<file path="config.mk">
export PLATFORM = sky130hd
export DESIGN_NAME = pop_sp_unit
export DESIGN_NICKNAME = d
export VERILOG_FILES = /design/src/rtl/pop_sp_pkg.sv /design/src/rtl/pop_sp_size_dec.sv /design/src/rtl/pop_sp_ptr_math.sv /design/src/rtl/pop_sp_unit.sv
export SDC_FILE = /design/constraint.sdc
export NUM_CORES = 1
export LEC_CHECK = 0
export ABC_AREA = 1
export BUFFER_PORTS_ARGS = -buffer_cell sky130_fd_sc_hd__buf_2
export CAP_MARGIN = 0
export CORE_AREA = 2 2 177 179
export DETAILED_ROUTE_END_ITERATION = 6
export DIE_AREA = 0 0 179 181
export GPL_ROUTABILITY_DRIVEN = 0
export MAX_ROUTING_LAYER = met4
export PLACE_DENSITY = 0.78
export SYNTH_ARGS = -nofsm -noshare
export SYNTH_HDL_FRONTEND = slang
export SYNTH_HIERARCHICAL = 1
export SYNTH_SLANG_ARGS = --single-unit
</file>
<file path="constraint.sdc">
create_clock -name clk -period 0.8 [get_ports clk]
set_input_delay 0.08 -clock clk [delete_from_list [all_inputs] [get_ports clk]]
set_output_delay 0.08 -clock clk [all_outputs]
set_load 0.005 [all_outputs]
</file>
<file path="src/rtl/pop_sp_pkg.sv">
package pop_sp_pkg;
  typedef enum logic [1:0] {
    SZ_16  = 2'd0,
    SZ_32  = 2'd1,
    SZ_64  = 2'd2,
    SZ_RSV = 2'd3
  } size_e;

  typedef enum logic [1:0] {
    DK_PLAIN = 2'd0,
    DK_SP    = 2'd1,
    DK_SPMEM = 2'd2,
    DK_ALT   = 2'd3
  } dst_e;

  localparam int STEP_W = 4;
  localparam int LANE_W = 16;
endpackage

</file>
<file path="src/rtl/pop_sp_size_dec.sv">
module pop_sp_size_dec
  import pop_sp_pkg::*;
(
  input  logic [1:0]        stk_sz,
  input  logic [1:0]        opd_sz,
  output logic              legal,
  output logic [STEP_W-1:0] step
);
  always_comb begin
    unique case (size_e'(stk_sz))
      SZ_16, SZ_32: legal = (opd_sz == SZ_16) || (opd_sz == SZ_32);
      SZ_64:        legal = (opd_sz == SZ_16) || (opd_sz == SZ_64);
      default:      legal = 1'b0;
    endcase
  end

  always_comb begin
    step = '0;
    if (legal) begin
      unique case (size_e'(opd_sz))
        SZ_16:   step = STEP_W'(2);
        SZ_32:   step = STEP_W'(4);
        SZ_64:   step = STEP_W'(8);
        default: step = '0;
      endcase
    end
  end
endmodule

</file>
<file path="src/rtl/pop_sp_ptr_math.sv">
module pop_sp_ptr_math
  import pop_sp_pkg::*;
#(
  parameter int PTR_W = 64
) (
  input  logic [PTR_W-1:0]  sp_cur,
  input  logic [1:0]        stk_sz,
  input  logic [1:0]        opd_sz,
  input  logic [STEP_W-1:0] step,
  input  logic [PTR_W-1:0]  pop_data,
  output logic [PTR_W-1:0]  rd_addr,
  output logic [PTR_W-1:0]  sp_inc,
  output logic [PTR_W-1:0]  sp_wb,
  output logic [PTR_W-1:0]  base
);
  localparam int NLANE = PTR_W / LANE_W;

  logic [PTR_W-1:0] smask;
  logic [PTR_W-1:0] omask;
  logic [PTR_W-1:0] sum;

  function automatic int lanes_of(logic [1:0] code);
    case (code)
      2'd0:    return 1;
      2'd1:    return 2;
      2'd2:    return 4;
      default: return 0;
    endcase
  endfunction

  for (genvar g = 0; g < NLANE; g++) begin : g_lane
    assign smask[g*LANE_W +: LANE_W] = {LANE_W{g < lanes_of(stk_sz)}};
    assign omask[g*LANE_W +: LANE_W] = {LANE_W{g < lanes_of(opd_sz)}};
  end

  assign sum     = sp_cur + PTR_W'(step);
  assign rd_addr = sp_cur & smask;
  assign sp_inc  = (sp_cur & ~smask) | (sum & smask);
  assign base    = sp_inc & smask;
  assign sp_wb   = (sp_inc & ~omask) | (pop_data & omask);
endmodule

</file>
<file path="src/rtl/pop_sp_unit.sv">
module pop_sp_unit
  import pop_sp_pkg::*;
#(
  parameter int PTR_W = 64
) (
  input  logic              clk,
  input  logic              rst_n,
  input  logic              pop_vld,
  input  logic [PTR_W-1:0]  sp_cur,
  input  logic [1:0]        stk_sz,
  input  logic [1:0]        opd_sz,
  input  logic [1:0]        dst_kind,
  input  logic [PTR_W-1:0]  pop_data,
  output logic              res_vld,
  output logic [PTR_W-1:0]  rd_addr,
  output logic [3:0]        rd_bytes,
  output logic [PTR_W-1:0]  sp_next,
  output logic [PTR_W-1:0]  dst_base,
  output logic              bad_op
);
  logic              legal;
  logic [STEP_W-1:0] step;
  logic [PTR_W-1:0]  m_rd, m_inc, m_wb, m_base;

  logic [PTR_W-1:0]  rd_d, sp_d, base_d;
  logic [3:0]        bytes_d;
  logic              bad_d;

  pop_sp_size_dec u_dec (
    .stk_sz (stk_sz),
    .opd_sz (opd_sz),
    .legal  (legal),
    .step   (step)
  );

  pop_sp_ptr_math #(.PTR_W(PTR_W)) u_math (
    .sp_cur   (sp_cur),
    .stk_sz   (stk_sz),
    .opd_sz   (opd_sz),
    .step     (step),
    .pop_data (pop_data),
    .rd_addr  (m_rd),
    .sp_inc   (m_inc),
    .sp_wb    (m_wb),
    .base     (m_base)
  );

  always_comb begin
    rd_d    = '0;
    bytes_d = '0;
    sp_d    = sp_cur;
    base_d  = '0;
    bad_d   = 1'b1;
    if (legal) begin
      bad_d   = 1'b0;
      rd_d    = m_rd;
      bytes_d = 4'(step);
      sp_d    = (dst_e'(dst_kind) == DK_SP) ? m_wb : m_inc;
      base_d  = (dst_e'(dst_kind) == DK_SPMEM) ? m_base : '0;
    end
  end

  always_ff @(posedge clk or negedge rst_n) begin
    if (!rst_n) res_vld <= 1'b0;
    else        res_vld <= pop_vld;
  end

  always_ff @(posedge clk or negedge rst_n) begin
    if (!rst_n) begin
      rd_addr  <= '0;
      rd_bytes <= '0;
      sp_next  <= '0;
      dst_base <= '0;
      bad_op   <= 1'b0;
    end else if (pop_vld) begin
      rd_addr  <= rd_d;
      rd_bytes <= bytes_d;
      sp_next  <= sp_d;
      dst_base <= base_d;
      bad_op   <= bad_d;
    end
  end
endmodule

</file>
==> flow_summary.ini, run 1 <==
[sta]
grt-worst-endpoint = sp_next[8]$_DFFE_PN0P_/D
worst_endpoint_kind = sequential cell input

[synth]
ys.flop_type = dfrtp_1
yosysSeqAreaShare = 0.325
async_reset_ff_frac = 1.00
ys_warn_count = 6
syn_area_per_cell_um2 = 5.91
syn_inst = 2584
synth_edf_count = 0
syn_nets = 2731
synthDistinctLibCells = 39
syn_area_um2 = 15300
ys_ff_latch = 198

[placed_design]
dp_slack_ns = -1.66
post-place-cells = 3610
dp_hpwl_mm = 49.8
portBuffers = 334

[status]
error_line = [ERROR GRT-0232] Routing congestion too high. Check the congestion heatmap in the GUI.
haltStage = global routing
status = stopped before the end

[clock_tree]
cts_sinks = 198
cts_buffer_depth = 2
htreeDepth = 4
cts_buffers = 17
cts_root_buf = clkbuf_16

[floorplan]
rows = 64
num_io_pins = 335
start_util = 0.503
die_h_um = 181
die_x_um = 179

[grt]
track_usage = 0.871
grt_max_degree = 56
grt_overflow_total = 362
-- synth_stat cells, types with 17 or more instances --
cell type | count | area [µm²]
nor3_1 | 17 | 85.1
a21oi_1 | 51 | 255
dfrtp_1 | 198 | 4950
o21ai_0 | 26 | 130
nand4_1 | 42 | 263
nor2_2 | 17 | 106
nand2_1 | 1090 | 4090
nand3_1 | 368 | 1840
nor2_1 | 157 | 589
buf_2 | 58 | 290
inv_1 | 383 | 1440
clkbuf_1 | 41 | 154
nor2_4 | 18 | 203
-- per-layer routing --
layer,global-route usage,GRT overflow
met4,0.833,122
met5,-,-
met3,0.791,24
met2,0.957,204
met1,0.863,12
-- stage by stage --
step,instance area (µm²),setup TNS (ns)
3_5_place_dp,20600,-224.90
3_3_place_gp,20600,-214.24
4_1_cts,24300,-177.64
2_1_floorplan,15700,-119.36
-- repair_timing --
action	in CTS
endpoints found under the setup margin	376
hold endpoints to repair	206
pin swaps	188
buffers inserted	127
hold buffers	9
resized for setup	391
cloned	17
-- cells by family after synthesis --
group / count (synthesis) / share of synthesized area
compound gates: 94 / 0.0329
fa+ha+maj: 10 / 0.00869
flops: 198 / 0.325
xor+xnor: 17 / 0.0102
simple gates: 1748 / 0.490
buf+inv: 516 / 0.134
other cells: 1 / 0.000246
==> run 2, diff against run 1 <==
Settings changed: CORE_AREA 2 2 177 179 to 2 2 199 201, DIE_AREA 0 0 179 181 to 0 0 201 203, MAX_ROUTING_LAYER met4 to unset, PLACE_DENSITY 0.78 to unset, PLACE_DENSITY_LB_ADDON set to 0.15.
Clock period 0.8 ns to 1 ns, I/O delays scaled along.
==> run 2 against run 1 <==
Effect of this change:
- the flow now finishes, with violations (DRC, setup timing)
- synthesized cell count did not move
- area after synthesis did not move
==> flow_summary.ini, run 2 <==
[worst_setup_path]
critPathKind = in2reg
cp_data_required_time_ns = 1.36
crit_arrival_ns = 2.36
crit_buf_inv = 7
crit_path_end_kind = register
critPathSlowestCell = xor2_1
cp_cell_sequence = buf_8 -> inv_8 -> nand3_4 -> a21oi_4 -> buf_4 -> buf_6 -> ha_4 -> nand2_2 -> nand2_2 -> nand2_2 -> nand3_4 -> buf_6 -> nand2_8 -> buf_4 -> buf_4 -> nor3_4 -> xor2_1 -> nor2_1 -> nand3_1 -> nand2_1
critPathTopFamily = simple AND/OR/NAND/NOR gates
startpoint_type = input port
cp_max_fo = 6
cp_slowest_stage_delay_ns = 0.21

[synth]
syn_area_um2 = 15300
synth_edf_count = 0
syn_inst = 2584
ys_ff_latch = 198
async_reset_ff_frac = 1.00
yosys-top-cells-count = nand2_1, inv_1, nand3_1
synthMostInstantiatedCell = nand2_1
yosys.area.top_type = dfrtp_1
synth.area.top_cells = dfrtp_1, nand2_1, nand3_1, inv_1, nor2_1
yosysTopAreaCellShare = 0.325
syn_area_per_cell_um2 = 5.91
syn_nets = 2731
yosysSeqAreaShare = 0.325
ys_warn_count = 6
synthDistinctLibCells = 39
ys.flop_type = dfrtp_1

[sta]
final_max_slew_viol_count = 0
skew_ns = 0
rsz0062_at_grt = yes
worst_slack_ns = -0.996
period_needed_ns = 2.00
setup_tns_ns = -130.56
period_share = 2.00
setup_violations = 394
hold_violations = 0
max_freq_ghz = 0.501

[clock_tree]
cts_buffer_depth = 2
cts_tree = yes
cts_root_buf = clkbuf_16
insertion_delay_ns = 0.47
cts_sinks = 198
clk_pin_slew_worst_paths_ns = 0.07
cts_buffers = 17
htreeDepth = 4

[grt]
antenna_found_initial = 5
grt_max_degree = 45
grt_pass1_vias = 19100
grt_pass1_wl_mm = 110
track_usage = 0.350
grt_overflow_total = 0

[routing]
first_pass_iters = 7
drc = 1
wirelength_mm = 74.4
ant_nets = 0
drtIter0Drc = 2397
wire_per_inst_um = 19.0
num_vias = 20600
drt-vias-per-instance = 5.27

[floorplan]
coreArea_um2 = 38500
start_util = 0.397
dieArea_um2 = 40800
die_h_um = 203
num_io_pins = 335
rows = 72
die_x_um = 201

[power_and_ir_drop]
leakage_uw = 0.0140
power.density_nw_per_um2 = 947
ir_drop_v = 0.00120

[flow_run]
cap_violations = 0

[final_layout]
fillers = 3397
final_nets = 3520
area_growth_pct = 60.7
layout_common_cells = nand2_1, buf_4, inv_1
final_util = 0.638
top_regs = dst_base x64, rd_addr x64, sp_next x64
mostFrequentLayoutCell = nand2_1
drive_gt1_frac = 0.382

[status]
violations = DRC, setup timing
status = complete, but fails checks

[placed_design]
dp_hpwl_mm = 55.7
portBuffers = 334

[worst_hold_path]
hold_class = in2reg
## run 2: path summary, 6_finish.rpt
kind                       depth (start not counted)    startpoint  slack [ns]           end
min                                                5    sp_cur[63]        0.02  dst_base[63]
max in group asynchronous                          3         rst_n        0.29   sp_next[21]
max reg2reg                                        4   sp_next[32]        0.21   sp_next[32]
min in group asynchronous                          2         rst_n        0.12   dst_base[2]
max                                               20     opd_sz[0]        -1.0  dst_base[41]
min reg2reg                                        2  dst_base[21]        0.47  dst_base[21]
## run 2: routing by layer
| metal | part of all wire | track usage |
|---|---|---|
| met5 | 0 | 0 |
| met4 | 0.040 | 0.129 |
| met3 | 0.12 | 0.0714 |
| met2 | 0.41 | 0.504 |
| met1 | 0.43 | 0.513 |
## run 2: timing repair
item | 4_1_cts | 5_1_grt
endpoints found under the setup margin | 358 | 394
hold endpoints to repair | 213 | 0
hold buffers | 16 | 0
gates resized for setup | 339 | 164
setup buffers | 48 | 38
pin swaps | 199 | 190
## run 2: per-stage QoR
step,hold WS (ns),total power [µW],area [µm²],worst slack (ns),std cells
after global placement,0.0710,15100,21300,-1.45,3797
after detailed placement,0.0743,15200,21300,-1.48,3797
after global routing,0.0440,24200,24500,-1.11,3910
final,0.0223,23200,24500,-0.996,3911
after floorplan,-0.196,11700,15500,-1.03,2584
after CTS,0.000703,22900,23700,-0.869,3882
## run 2: worst register-to-register path: cells and delay by family, from the launching register on
family | cells | cell delay [ns]
buffers and inverters | 1 | 0.05
flip-flops | 1 | 0.43
AND/OR/NAND/NOR | 3 | 0.20
## run 2: power breakdown
part / switching [µW] / leakage (µW) / internal (µW)
sequential: 362 / 0.00263 / 8520
combinational: 4190 / 0.0111 / 2970
clock: 3640 / 0.000286 / 3540
## run 2: area by class of cell
cell class,count,area [µm²],area share
antenna,7,17.5,0.000714
clock buffer,17,425,0.0173
clock inverter,15,163,0.00663
inverter,398,1590,0.0647
multi-input combinational,1870,10100,0.411
sequential,198,4950,0.202
tap,518,648,0.0264
timing repair buffer,888,6660,0.271
## run 2: logic make-up (layout without fill, tap and decap cells)
family | Yosys count | in the layout | share of synthesized area
AND/OR/NAND/NOR | 1748 | 1748 | 0.490
AO/OA/AOI/OAI | 94 | 94 | 0.0329
XOR/XNOR | 17 | 17 | 0.0102
buffers and inverters | 516 | 1318 | 0.134
flip-flops | 198 | 198 | 0.325
other | 1 | 8 | 0.000246
adder cells (fa/ha/maj) | 10 | 10 | 0.00869
Power figures use the tool's default switching activity.
==> run 3, diff against run 2 <==
Settings changed: PLACE_DENSITY_LB_ADDON 0.15 to unset.
==> run 3 against run 2 <==
Effect of this change:
- the flow finishes with violations (setup timing)
- via count increased by 1.2%
- critical path depth grew 1
- combinational power grew 2%
- sequential power barely moved
- die area is the same
- total power up 1.8%
- sequential share of layout area decreased by 0.30 points
- sequential cell count is the same
==> flow_summary.ini, run 3 (synthesis results as in run 2) <==
[status]
status = complete, but fails checks
violations = setup timing

[worst_setup_path]
critPathSlowestCell = nor2_4
crit_arrival_ns = 2.31
cp_slowest_stage_delay_ns = 0.22
startpoint_type = input port
cp_max_fo = 8
crit_path_end_kind = register
critPathKind = in2reg
cp_data_required_time_ns = 1.36
cp_cell_sequence = buf_8 -> inv_6 -> nand2_1 -> a21oi_4 -> buf_4 -> buf_6 -> buf_6 -> ha_4 -> nand2_2 -> nand2_2 -> nand2_2 -> nand3_4 -> nand2_4 -> nor2_4 -> nand4_1 -> nand3_1 -> nand2_1 -> inv_1 -> nand3_1 -> nand3_1 -> nand2_1

[floorplan]
die_h_um = 203
rows = 72
start_util = 0.397
coreArea_um2 = 38500
dieArea_um2 = 40800
num_io_pins = 335
die_x_um = 201

[clock_tree]
cts_sinks = 198
cts_buffer_depth = 2
cts_buffers = 17
htreeDepth = 4
insertion_delay_ns = 0.48
clk_pin_slew_worst_paths_ns = 0.07
cts_tree = yes
cts_root_buf = clkbuf_16

[final_layout]
final_nets = 3631
drive_gt1_frac = 0.387
top_regs = dst_base x64, rd_addr x64, sp_next x64
final_cells = 4024
mostFrequentLayoutCell = nand2_1
area_growth_pct = 63.1
layout_common_cells = nand2_1, buf_4, inv_1
fillers = 3436

[placed_design]
dp_hpwl_mm = 56.1
post-place-cells = 3821
dp_slack_ns = -1.48
portBuffers = 334

[sta]
worst_slack_ns = -0.952
hold_violations = 0
hold_slack_ns = 0.0313
rsz0062_at_grt = yes
setup_violations = 323
final_max_slew_viol_count = 0
period_share = 1.95
max_freq_ghz = 0.512
period_needed_ns = 1.95
skew_ns = 0

[power_and_ir_drop]
leakage_uw = 0.0146
ir_drop_v = 0.00120
power.density_nw_per_um2 = 949

[routing]
drtIter0Drc = 2552
wire_per_inst_um = 18.3
drt-vias-per-instance = 5.19
ant_nets = 0
first_pass_iters = 6
wirelength_mm = 73.7
num_vias = 20900
drc = 0

[flow_run]
cap_violations = 0

[grt]
grt_overflow_total = 0
grt_pass1_vias = 19100
grt_max_degree = 42
grt_pass1_wl_mm = 109
antenna_found_initial = 7
track_usage = 0.347

[worst_hold_path]
hold_class = in2reg
## run 3: power breakdown
group	total, µW	leakage, µW	internal [µW]	switching, µW
combinational	7280	0.0117	3160	4120
sequential	8880	0.00263	8520	362
clock	7470	0.000300	3920	3550
total	23600	0.0146	15600	8040
## run 3: metrics by stage
step	util	TNS [ns]	area [µm²]	total power (µW)
2_1_floorplan	-	-91.02	15500	11700
3_3_place_gp	0.558	-186.42	21500	15200
3_5_place_dp	0.558	-192.83	21500	15300
4_1_cts	0.605	-111.42	23300	23100
5_1_grt	0.647	-131.95	24900	24600
6_report	0.647	-116.26	24900	23600
## run 3: repair_timing
item                                    4_1_cts  5_1_grt
pin swaps                                   117      139
hold buffers                                 12        0
buffers inserted                             32      126
endpoints found under the setup margin      356      357
resized for setup                           216      161
endpoints found under the hold margin       209        0
## run 3: critical path: cells and delay by family
family,cells,cell delay (ns)
AOI/OAI and AO/OA,1,0.14
and+or+nand+nor,13,1.40
buffers and inverters,6,0.51
adders and majority gates,1,0.14
## run 3: final cells by class
type / count / area (µm²) / share of cell area
Antenna cell: 9 / 22.5 / 0.000904
Inverter: 398 / 1570 / 0.0630
Clock buffer: 20 / 457 / 0.0183
Timing Repair Buffer: 999 / 7380 / 0.297
Clock inverter: 12 / 156 / 0.00628
Tap cell: 518 / 648 / 0.0260
Multi-Input combinational cell: 1870 / 9710 / 0.390
Sequential cell: 198 / 4950 / 0.199
## run 3: per-layer routing
metal / wire length [µm] / up-vias / GRT usage
met5: 0 / - / 0
met4: 3160 / 0 / 0.135
met3: 8380 / 195 / 0.0727
met2: 30300 / 1249 / 0.493
met1: 31900 / 9715 / 0.510
li1: - / 9711 / -
## run 3: final timing paths
path / slack [ns] / startpoint / cells after the start / endpoint
min in group asynchronous: 0.11 / rst_n / 2 / sp_next[34]
max in group asynchronous: 0.32 / rst_n / 3 / rd_addr[24]
worst max register to register: 0.08 / sp_next[56] / 5 / sp_next[56]
worst min register to register: 0.48 / rd_addr[24] / 2 / rd_addr[24]
worst min-delay path: 0.03 / sp_cur[45] / 5 / rd_addr[45]
worst max-delay path: -0.95 / opd_sz[1] / 21 / sp_next[57]
